$ cat config.mk
export PLATFORM = sky130hd
export DESIGN_NAME = serial_rate_gen
export DESIGN_NICKNAME = d
export VERILOG_FILES = /design/src/rtl/srg_pkg.sv /design/src/rtl/srg_sync_edge.sv /design/src/rtl/srg_clk_div.sv /design/src/rtl/srg_frame_gen.sv /design/src/rtl/serial_rate_gen.sv
export SDC_FILE = /design/constraint.sdc
export NUM_CORES = 1
export LEC_CHECK = 0
export ABC_CLOCK_PERIOD_IN_PS = 3700
export BUFFER_PORTS_ARGS = -buffer_cell sky130_fd_sc_hd__buf_2
export CAP_MARGIN = 0
export CORE_MARGIN = 2
export CORE_UTILIZATION = 55
export CTS_BUF_LIST = sky130_fd_sc_hd__clkbuf_16
export CTS_CLUSTER_DIAMETER = 100
export DETAILED_ROUTE_END_ITERATION = 10
export PLACE_DENSITY = 0.79
export SLEW_MARGIN = 10
export SYNTH_ARGS = -nofsm -noshare
export SYNTH_HDL_FRONTEND = slang
export SYNTH_SLANG_ARGS = --single-unit
$ cat constraint.sdc
create_clock -name clk_i -period 3.7 [get_ports clk_i]
set_input_delay 0.37 -clock clk_i [delete_from_list [all_inputs] [get_ports clk_i]]
set_output_delay 0.37 -clock clk_i [all_outputs]
set_load 0.005 [all_outputs]
$ cat src/rtl/srg_pkg.sv
package srg_pkg;
  typedef enum logic [1:0] {
    TXFS_PIN  = 2'd0,
    TXFS_GEN  = 2'd1,
    TXFS_LOAD = 2'd2
  } txfs_src_e;

  function automatic txfs_src_e tx_src(input logic internal, input logic from_gen);
    if (!internal) return TXFS_PIN;
    if (from_gen) return TXFS_GEN;
    return TXFS_LOAD;
  endfunction
endpackage

$ cat src/rtl/srg_sync_edge.sv
module srg_sync_edge #(
  parameter int STAGES = 2
) (
  input  logic clk_i,
  input  logic rst_ni,
  input  logic en_i,
  input  logic d_i,
  output logic rise_o
);
  logic [STAGES-1:0] sync_q;
  logic              prev_q;

  always_ff @(posedge clk_i or negedge rst_ni) begin
    if (!rst_ni) begin
      sync_q <= '0;
      prev_q <= 1'b0;
    end else if (en_i) begin
      sync_q <= {sync_q[STAGES-2:0], d_i};
      prev_q <= sync_q[STAGES-1];
    end
  end

  assign rise_o = en_i & sync_q[STAGES-1] & ~prev_q;

  AST_RISE_ONESHOT: assert property (@(posedge clk_i) disable iff (!rst_ni)
    rise_o |=> !rise_o);
endmodule

$ cat src/rtl/srg_clk_div.sv
module srg_clk_div #(
  parameter int DIV_W = 8
) (
  input  logic             clk_i,
  input  logic             rst_ni,
  input  logic             en_i,
  input  logic             tick_i,
  input  logic             restart_i,
  input  logic [DIV_W-1:0] div_i,
  output logic             evt_o,
  output logic             edge_o
);
  logic [DIV_W-1:0] cnt_q;

  assign evt_o = en_i & tick_i & (restart_i | (cnt_q >= div_i));

  always_ff @(posedge clk_i or negedge rst_ni) begin
    if (!rst_ni) begin
      cnt_q  <= '0;
      edge_o <= 1'b0;
    end else if (!en_i) begin
      cnt_q  <= '0;
      edge_o <= 1'b0;
    end else begin
      edge_o <= evt_o;
      if (tick_i) cnt_q <= evt_o ? '0 : cnt_q + 1'b1;
    end
  end

  AST_IDLE_NO_EDGE: assert property (@(posedge clk_i) disable iff (!rst_ni)
    !en_i |=> !edge_o);
  AST_PASS_THROUGH: assert property (@(posedge clk_i) disable iff (!rst_ni)
    (en_i && tick_i && div_i == '0) |=> edge_o);
  AST_NO_TICK_NO_EDGE: assert property (@(posedge clk_i) disable iff (!rst_ni)
    !tick_i |=> !edge_o);
endmodule

$ cat src/rtl/srg_frame_gen.sv
module srg_frame_gen #(
  parameter int PER_W = 12,
  parameter int WID_W = 8
) (
  input  logic             clk_i,
  input  logic             rst_ni,
  input  logic             gen_en_i,
  input  logic             frame_en_i,
  input  logic             evt_i,
  input  logic             ext_mode_i,
  input  logic             restart_i,
  input  logic [PER_W-1:0] per_i,
  input  logic [WID_W-1:0] wid_i,
  output logic             fsg_o
);
  localparam int CNT_W = (PER_W > WID_W) ? PER_W : WID_W;

  logic [CNT_W-1:0] pos_q, pos_nxt;
  logic             run_q, run_nxt;
  logic             active;

  assign active = gen_en_i & frame_en_i;

  always_comb begin
    pos_nxt = pos_q;
    run_nxt = run_q;
    if (ext_mode_i) begin
      if (restart_i) begin
        pos_nxt = '0;
        run_nxt = 1'b1;
      end else if (run_q && pos_q != '1) begin
        pos_nxt = pos_q + 1'b1;
      end
    end else if (!run_q) begin
      pos_nxt = '0;
      run_nxt = 1'b1;
    end else begin
      pos_nxt = (pos_q >= CNT_W'(per_i)) ? '0 : pos_q + 1'b1;
    end
  end

  always_ff @(posedge clk_i or negedge rst_ni) begin
    if (!rst_ni) begin
      pos_q <= '0;
      run_q <= 1'b0;
      fsg_o <= 1'b0;
    end else if (!active) begin
      pos_q <= '0;
      run_q <= 1'b0;
      fsg_o <= 1'b0;
    end else if (evt_i) begin
      pos_q <= pos_nxt;
      run_q <= run_nxt;
      fsg_o <= run_nxt && (pos_nxt <= CNT_W'(wid_i));
    end
  end

  AST_FSG_HELD: assert property (@(posedge clk_i) disable iff (!rst_ni)
    (!evt_i && active) |=> $stable(fsg_o));
  AST_FSG_GATED: assert property (@(posedge clk_i) disable iff (!rst_ni)
    !frame_en_i |=> !fsg_o);
  AST_EXT_START_ONLY: assert property (@(posedge clk_i) disable iff (!rst_ni)
    (ext_mode_i && active && !run_q && !restart_i) |=> !fsg_o);
endmodule

$ cat src/rtl/serial_rate_gen.sv
module serial_rate_gen
  import srg_pkg::*;
#(
  parameter int DIV_W       = 8,
  parameter int PER_W       = 12,
  parameter int WID_W       = 8,
  parameter int SYNC_STAGES = 2
) (
  input  logic             clk_i,
  input  logic             rst_ni,
  input  logic             gen_en_i,
  input  logic             frame_en_i,
  input  logic             ext_sel_i,
  input  logic             ext_clk_i,
  input  logic             sync_ext_i,
  input  logic [DIV_W-1:0] clk_div_i,
  input  logic [PER_W-1:0] fs_per_i,
  input  logic [WID_W-1:0] fs_wid_i,
  input  logic             fsr_i,
  input  logic             fsx_i,
  input  logic             rx_fs_int_i,
  input  logic             tx_fs_int_i,
  input  logic             tx_fs_gen_i,
  input  logic             xfer_i,
  output logic             clkg_edge_o,
  output logic             fsg_o,
  output logic             rx_fs_o,
  output logic             tx_fs_o
);
  logic      ext_rise, tick, fsr_rise, ext_mode, resync, clkg_evt;
  txfs_src_e tx_sel;

  srg_sync_edge #(.STAGES(SYNC_STAGES)) u_ext_clk_sync (
    .clk_i (clk_i),
    .rst_ni(rst_ni),
    .en_i  (1'b1),
    .d_i   (ext_clk_i),
    .rise_o(ext_rise)
  );

  assign tick = ext_sel_i ? ext_rise : 1'b1;

  // frame pin is sampled in the input clock domain
  srg_sync_edge #(.STAGES(SYNC_STAGES)) u_fsr_sync (
    .clk_i (clk_i),
    .rst_ni(rst_ni),
    .en_i  (tick),
    .d_i   (fsr_i),
    .rise_o(fsr_rise)
  );

  assign ext_mode = sync_ext_i & ext_sel_i;
  assign resync   = ext_mode & fsr_rise;

  srg_clk_div #(.DIV_W(DIV_W)) u_div (
    .clk_i    (clk_i),
    .rst_ni   (rst_ni),
    .en_i     (gen_en_i),
    .tick_i   (tick),
    .restart_i(resync),
    .div_i    (clk_div_i),
    .evt_o    (clkg_evt),
    .edge_o   (clkg_edge_o)
  );

  srg_frame_gen #(.PER_W(PER_W), .WID_W(WID_W)) u_frame (
    .clk_i     (clk_i),
    .rst_ni    (rst_ni),
    .gen_en_i  (gen_en_i),
    .frame_en_i(frame_en_i),
    .evt_i     (clkg_evt),
    .ext_mode_i(ext_mode),
    .restart_i (resync),
    .per_i     (fs_per_i),
    .wid_i     (fs_wid_i),
    .fsg_o     (fsg_o)
  );

  assign rx_fs_o = rx_fs_int_i ? fsg_o : fsr_i;
  assign tx_sel  = tx_src(tx_fs_int_i, tx_fs_gen_i);

  always_comb begin
    unique case (tx_sel)
      TXFS_GEN:  tx_fs_o = fsg_o;
      TXFS_LOAD: tx_fs_o = xfer_i;
      default:   tx_fs_o = fsx_i;
    endcase
  end

  AST_RESYNC_EDGE: assert property (@(posedge clk_i) disable iff (!rst_ni)
    (resync && gen_en_i) |=> clkg_edge_o);
  AST_CORE_NO_RESYNC: assert property (@(posedge clk_i) disable iff (!rst_ni)
    !ext_sel_i |-> !resync);
  AST_GEN_OFF_QUIET: assert property (@(posedge clk_i) disable iff (!rst_ni)
    !gen_en_i |=> (!clkg_edge_o && !fsg_o));
endmodule

# [After elaboration in Yosys (flattened, before gate mapping)]
# Index checks and enable logic that the tools add are counted.
# Widths: inputs -> output; s select.
[classes] addsub=2 n_lt_le_gt_ge=3 eq_ne=5 muxes=26 bitwise_logic=11 reduce_logical=2
[op_table] op="$mux 12" n=7
[op_table] op="$mux 8" n=3
[op_table] op="$add 12x1->12 const B" n=1
[op_table] op="$ge 12x12->1" n=1
[op_table] op="$le 12x8->1" n=1
[op_table] op="$ne 12x12->1 const B" n=1
[op_table] op="$mux 1" n=11
[op_table] op="$add 8x1->8 const B" n=1
[op_table] op="$and 1x1->1" n=8
[op_table] op="$ge 8x8->1" n=1
[op_table] op="$mux 2" n=4
[op_table] op="$eq 2x1->1 const B" n=1
[op_table] op="$eq 2x2->1 const B" n=1
[op_table] op="$logic_and 1x1->1" n=2
[op_table] op="$ne 2x1->1 const B" n=1
[op_table] op="$ne 2x2->1 const B" n=1
[op_table] op="$not 1->1" n=2
[op_table] op="$pmux 1 s2" n=1
[op_table] op="$or 1x1->1" n=1
[totals] ff_bits=29 input_bits=41

# [Logic depth before layout (Yosys ltp)]
[depth] depth_word=12 depth_mapped=16 mapped_depth_nobuf=15

# [Modules after synthesis]
# Synthesis repeated with hierarchy kept, for this count alone.
[unflattened] cells_unflattened=331 area_unflattened_um2=2773.9
[by_module_without_submodules] module="srg_frame_gen" instances=1 cells_per_inst=224 area_per_inst_um2=1762.9 seq_area_each_um2=350.3
[by_module_without_submodules] module="srg_clk_div" instances=1 cells_per_inst=85 area_per_inst_um2=716.9 seq_area_each_um2=225.2
[by_module_without_submodules] module="srg_sync_edge" instances=2 cells_per_inst=7 area_per_inst_um2=118.9 seq_area_each_um2=75.1
[by_module_without_submodules] module="serial_rate_gen" instances=1 cells_per_inst=8 area_per_inst_um2=56.3 seq_area_each_um2=0.0

# [Least setup slack after synthesis]
# No wires, ideal clock.
[synth_timing] path_type="reg-to-reg" startpoint="register u_frame.pos_q[9]" endpoint="register u_frame.fsg_o" setup_time_ns=0.101 t_arrival_ns=2.981 required_ns=3.599 slack_ns=0.618 stages_incl_launch_ff=16 path_buffers=1 cell_sequence="dfrtp_1 -> ha_1 -> a211oi_1 -> nor2_1 -> nor4b_1 -> o21ai_1 -> o21ai_0 -> buf_2 -> nand2_1 -> a31oi_1 -> ha_1 -> a21oi_1 -> o21ai_0 -> a221oi_1 -> nand3_1 -> o32ai_1"
[synth_via] elab_chain_len=9 word_cells_on_any_way=13
[synth_lines] element="start: declaration" line_no="srg_frame_gen.sv:18" rtl="logic [CNT_W-1:0] pos_q, pos_nxt;"
[synth_lines] element="start signal: assignment" line_no="srg_frame_gen.sv:52" rtl="pos_q <= pos_nxt;"
[synth_lines] element="parallel branches: the longest is 4 deep, another holds $add 12x1->12"
[synth_lines] element="$mux 12 *" line_no="srg_frame_gen.sv:27" rtl="if (ext_mode_i) begin"
[synth_lines] element="$le 12x8->1 *" line_no="srg_frame_gen.sv:54" rtl="fsg_o <= run_nxt && (pos_nxt <= CNT_W'(wid_i));"
[synth_lines] element="$logic_and 1x1->1 *" line_no="srg_frame_gen.sv:54"
[synth_lines] element="$mux 1 *" line_no="srg_frame_gen.sv:51" rtl="end else if (evt_i) begin"
[synth_lines] element="$mux 1 *" line_no="srg_frame_gen.sv:47" rtl="end else if (!active) begin"
[synth_lines] element="end signal: assignment" line_no="srg_frame_gen.sv:54"
[synth_lines] element="end: declaration" line_no="srg_frame_gen.sv:14" rtl="output logic fsg_o"
# Every way passes the cells marked *. The select of a mux whose other input is x is not followed.
# A chain may end at the register's enable or synchronous reset.

# [Final worst setup path]
[layout_timing] startpoint="register u_frame.pos_q[2]" endpoint="register u_frame.fsg_o"
# The elaborated chain is that of the path after synthesis.

==> results.md <==
Run status:
- The flow ran to the end, and the final reports show no timing, DRC or antenna violations.

Route:
- The first detailed-routing pass ran for 5 iterations.
- The number of nets with antenna violations after detailed routing is 0.
- For this run, design rule violations remaining after detail routing come to 0.
- Summed over all nets, wire length on met2 after detailed routing comes to roughly 2.8 mm.
- The met1 wire length is 2.80 mm.
- For this block, the initial DRC count from the detailed router was 193.
- Detailed routing placed a total of 393 µm of wire on met3.
- After detailed routing, the average wire length per cell comes to 14.8 µm.
- The via count is around 2.4k.
- The via density per instance is 5.90.
- The detailed router used layers up to and including met4.
- The detailed-route wire length is around 6.1 mm.

Timing:
- Across the routed clock network, the largest skew measured is 0.00578 ns.
- The post-route minimum period is 3.44 ns.
- At the pin with the least slew margin, the transition time is 0.673 ns.
- Setup violations remaining at the end of the flow were counted as 0.
- The number of slew-limit violations in the final report came to 0.
- The hold violation count in the final report is 0.
- The worst pin sits at a relative slew slack of 0.551.
- For this run, the top clock speed supported by timing is 0.291 GHz.
- The final period utilization is 0.929.
- The sum of negative setup slack is 0 ns.

Yosys:
- Yosys mapped the design onto 50 distinct sky130hd cell types.
- The post-synthesis cell type with the largest combined area is dfrtp_1.
- Synthesis produced 310 cells.
- The most repeated cell in the gate-level netlist after synthesis is inv_1.
- During synthesis, Yosys emitted a total of 0 warnings.
- The synthesized area is 0.00244 mm².
- The synthesized net count is 381.
- The flip-flop and latch count after synthesis is 29.
- In the synthesized netlist, the cells that appear most often are inv_1 (38), nand2_1 (37), o21ai_0 (37), ha_1 (30), dfrtp_1 (29).
- The most common flop cell mapped by yosys is dfrtp_1.
- The sequential-to-total area share from yosys stat is 0.297.
- The synthesized area per cell is 7.88 µm².
- Of all flip-flops after synthesis, the portion carrying an async set or reset was 1.00.
- The fraction of synthesized cell area taken by the top area cell type is 0.297.
- Counting flops with a built-in enable in the synthesized netlist gives 0.
- Ranked by total cell area, the synthesized netlist is headed by dfrtp_1 (30%), ha_1 (15%), o21ai_0 (7.6%).

Floorplanning:
- The initial utilization of the core area, before any placement, comes to 0.565.
- The number of top-level pins is 45.
- Measured along the y axis, the die boundary spans 70.7 µm.
- The width of the die is 70.7 µm.
- The placeable core area is 0.00432 mm².
- The die covers 0.00499 mm².
- The total number of placement rows is 24.

Layout:
- Of the cells placed in the final design, the portion with a size suffix greater than 1 is 0.189.
- The repair_antennas step left the layout with diodes totalling 0.
- The area added between synthesis and finish is 18.8%.
- Measured on the finished design, the core utilization comes to 0.671.
- Once layout is complete, the cells apart from fillers number 411.
- The number of nets in the layout is 429.

Critical path:
- The worst setup path is of the reg2reg kind.
- STA puts the critical path data required time at 3.87 ns.
- The startpoint of the worst register-to-register path is u_frame.pos_q[2]$_DFFE_PN0P_.
- The data arrival time at the worst-slack endpoint is between 3 and 4 ns.
- The destination of the worst register-to-register timing path is u_frame.fsg_o$_DFFE_PN0P_.
- The type of element capturing the critical path is a register.
- The setup check on the worst reg-to-reg path leaves a slack of 0.26 ns.
- The number of cells on the worst reg-to-reg path is 15.
- The highest net fanout along the worst path is 10.
- STA classifies the critical path startpoint as a register.

Place:
- Summed over all nets, the half-perimeter wirelength after detailed placement is ~4.4 mm.
- The congestion estimate from routability-driven global placement came to 0.919.
- During placement, the flow inserted port buffers numbering 44.
- Counting tap cells, the placed design contains a total of 401 instances.

Pwr:
- The power per standard cell area is a little over 300 mW/mm².
- The worst voltage drop across the vdd grid is slightly above 300 µV.
- In this run the static leakage power is roughly 1.4 nW.

Hold path:
- In this run the worst hold path is classified as in2async.

Clocking:
- The TritonCTS clock tree is done.
- The clock tree synthesis step divided the H-tree into 2 levels.
- The clock latency of the later-clocked register in the worst-skew pair is 0.28 ns.
- After clock tree synthesis, the clock-pin slew on the worst setup and hold paths is around 0.05 ns.
- CTS placed an instance of clkbuf_16 at the clock tree root.
- The total clock buffers created by CTS is 5.
- The number of clock sinks is 29.
- The maximum count of clock buffers along a single path is 2.

Run:
- The count of maximum capacitance violations is 0.

Global routing:
- The via count of the first global-routing pass is 2305.
- The initial antenna violation count is 0.
- The first global-routing pass estimated 10.0 mm of wire.
- The total routing resource utilization after global routing is 0.251.
- The maximum number of pins on one net before global-route repair is 30.
- The sum of overflow across all layers after global routing is 0.
through the flow:
step                power, mW  setup WS [ns]  cell area (µm²)  hold WS [ns]
floorplan               0.394          0.618             2440        0.0744
global placement        0.438          0.443             2710         0.333
detailed placement      0.442          0.305             2710         0.336
CTS                     0.903          0.207             2880         0.149
global route            0.926        -0.0117             2900         0.183
finish                  0.899          0.262             2900         0.130
what timing repair did:
| action | CTS | global route |
|---|---|---|
| endpoints found under the setup margin | 0 | 1 |
| hold buffers | 0 | 0 |
| resized for setup | 0 | 2 |
| setup buffers | 0 | 2 |
cell families after synthesis:
logic type	share of synthesized area
buffers and inverters	0.0799
muxes	0.0179
DFF	0.297
AOI/OAI and AO/OA	0.227
adders and majority gates	0.154
xor gates and xnor gates	0.0108
and+or+nand+nor	0.214
power by group:
group	total [mW]	internal [mW]	switching, mW	leakage, nW
sequential	0.334	0.327	0.00727	0.389
combinational	0.104	0.0456	0.0584	0.975
clock	0.461	0.315	0.146	0.0775
total	0.899	0.687	0.212	1.44
per-layer routing:
metal | vias up | global-route usage
met5 | - | 0
met2 | 91 | 0.399
met4 | 0 | 0.0943
met1 | 1126 | 0.341
met3 | 7 | 0.0513
li1 | 1201 | -
state kept, by name, summed over array words and instances (netlist names):
name,flops
u_frame.fsg_o,1
u_frame.pos_q,12
u_div.cnt_q,8
u_ext_clk_sync.prev_q,1
u_fsr_sync.sync_q,2
u_fsr_sync.prev_q,1
u_ext_clk_sync.sync_q,2
u_frame.run_q,1
u_div.edge_o,1
layout by cell type (no fill, tap or decap), drive strengths merged, types with 13 or more instances in the layout:
master	instances
a21oi	21
buf	51
dfrtp	29
ha	30
inv	38
nand2	37
nand3	13
nor2	16
o21ai	39
worst max path at each step:
stage / slack [ns] / cells past startpoint / to / from
2_1_floorplan: 0.62 / 15 / u_frame.fsg_o$_DFFE_PN0P_ / u_frame.pos_q[9]$_DFFE_PN0P_
3_3_place_gp: 0.44 / 15 / u_frame.fsg_o$_DFFE_PN0P_ / u_frame.pos_q[2]$_DFFE_PN0P_
3_5_place_dp: 0.31 / 17 / u_frame.fsg_o$_DFFE_PN0P_ / fs_per_i[9]
4_1_cts: 0.21 / 15 / u_frame.fsg_o$_DFFE_PN0P_ / u_frame.pos_q[9]$_DFFE_PN0P_
5_1_grt: -0.01 / 15 / u_frame.fsg_o$_DFFE_PN0P_ / u_frame.pos_q[9]$_DFFE_PN0P_
6_report: 0.26 / 15 / u_frame.fsg_o$_DFFE_PN0P_ / u_frame.pos_q[2]$_DFFE_PN0P_
layout make-up:
cell class	count	area [µm²]
repair buffers	51	273
multi-input cells	233	1530
well taps	52	65.1
clock inverters	3	41.3
clock buffers	5	125
inverters	38	143
fillers	376	1420
flip-flops and latches	29	727
critical path: stages (launching register included):
cell and delay [ns]:
dfrtp_2 0.46, ha_1 0.31, a211oi_1 0.22, o21ai_0 0.13, a211oi_1 0.25, o21ai_1 0.15, o21ai_0 0.18, buf_4 0.23
a21oi_1 0.08, a31oi_1 0.19, ha_1 0.28, nand4_1 0.12, nor2b_1 0.06, a221oi_1 0.27, nand3_1 0.13, o32ai_1 0.28
Note: power is estimated with default switching activity, not from simulation.
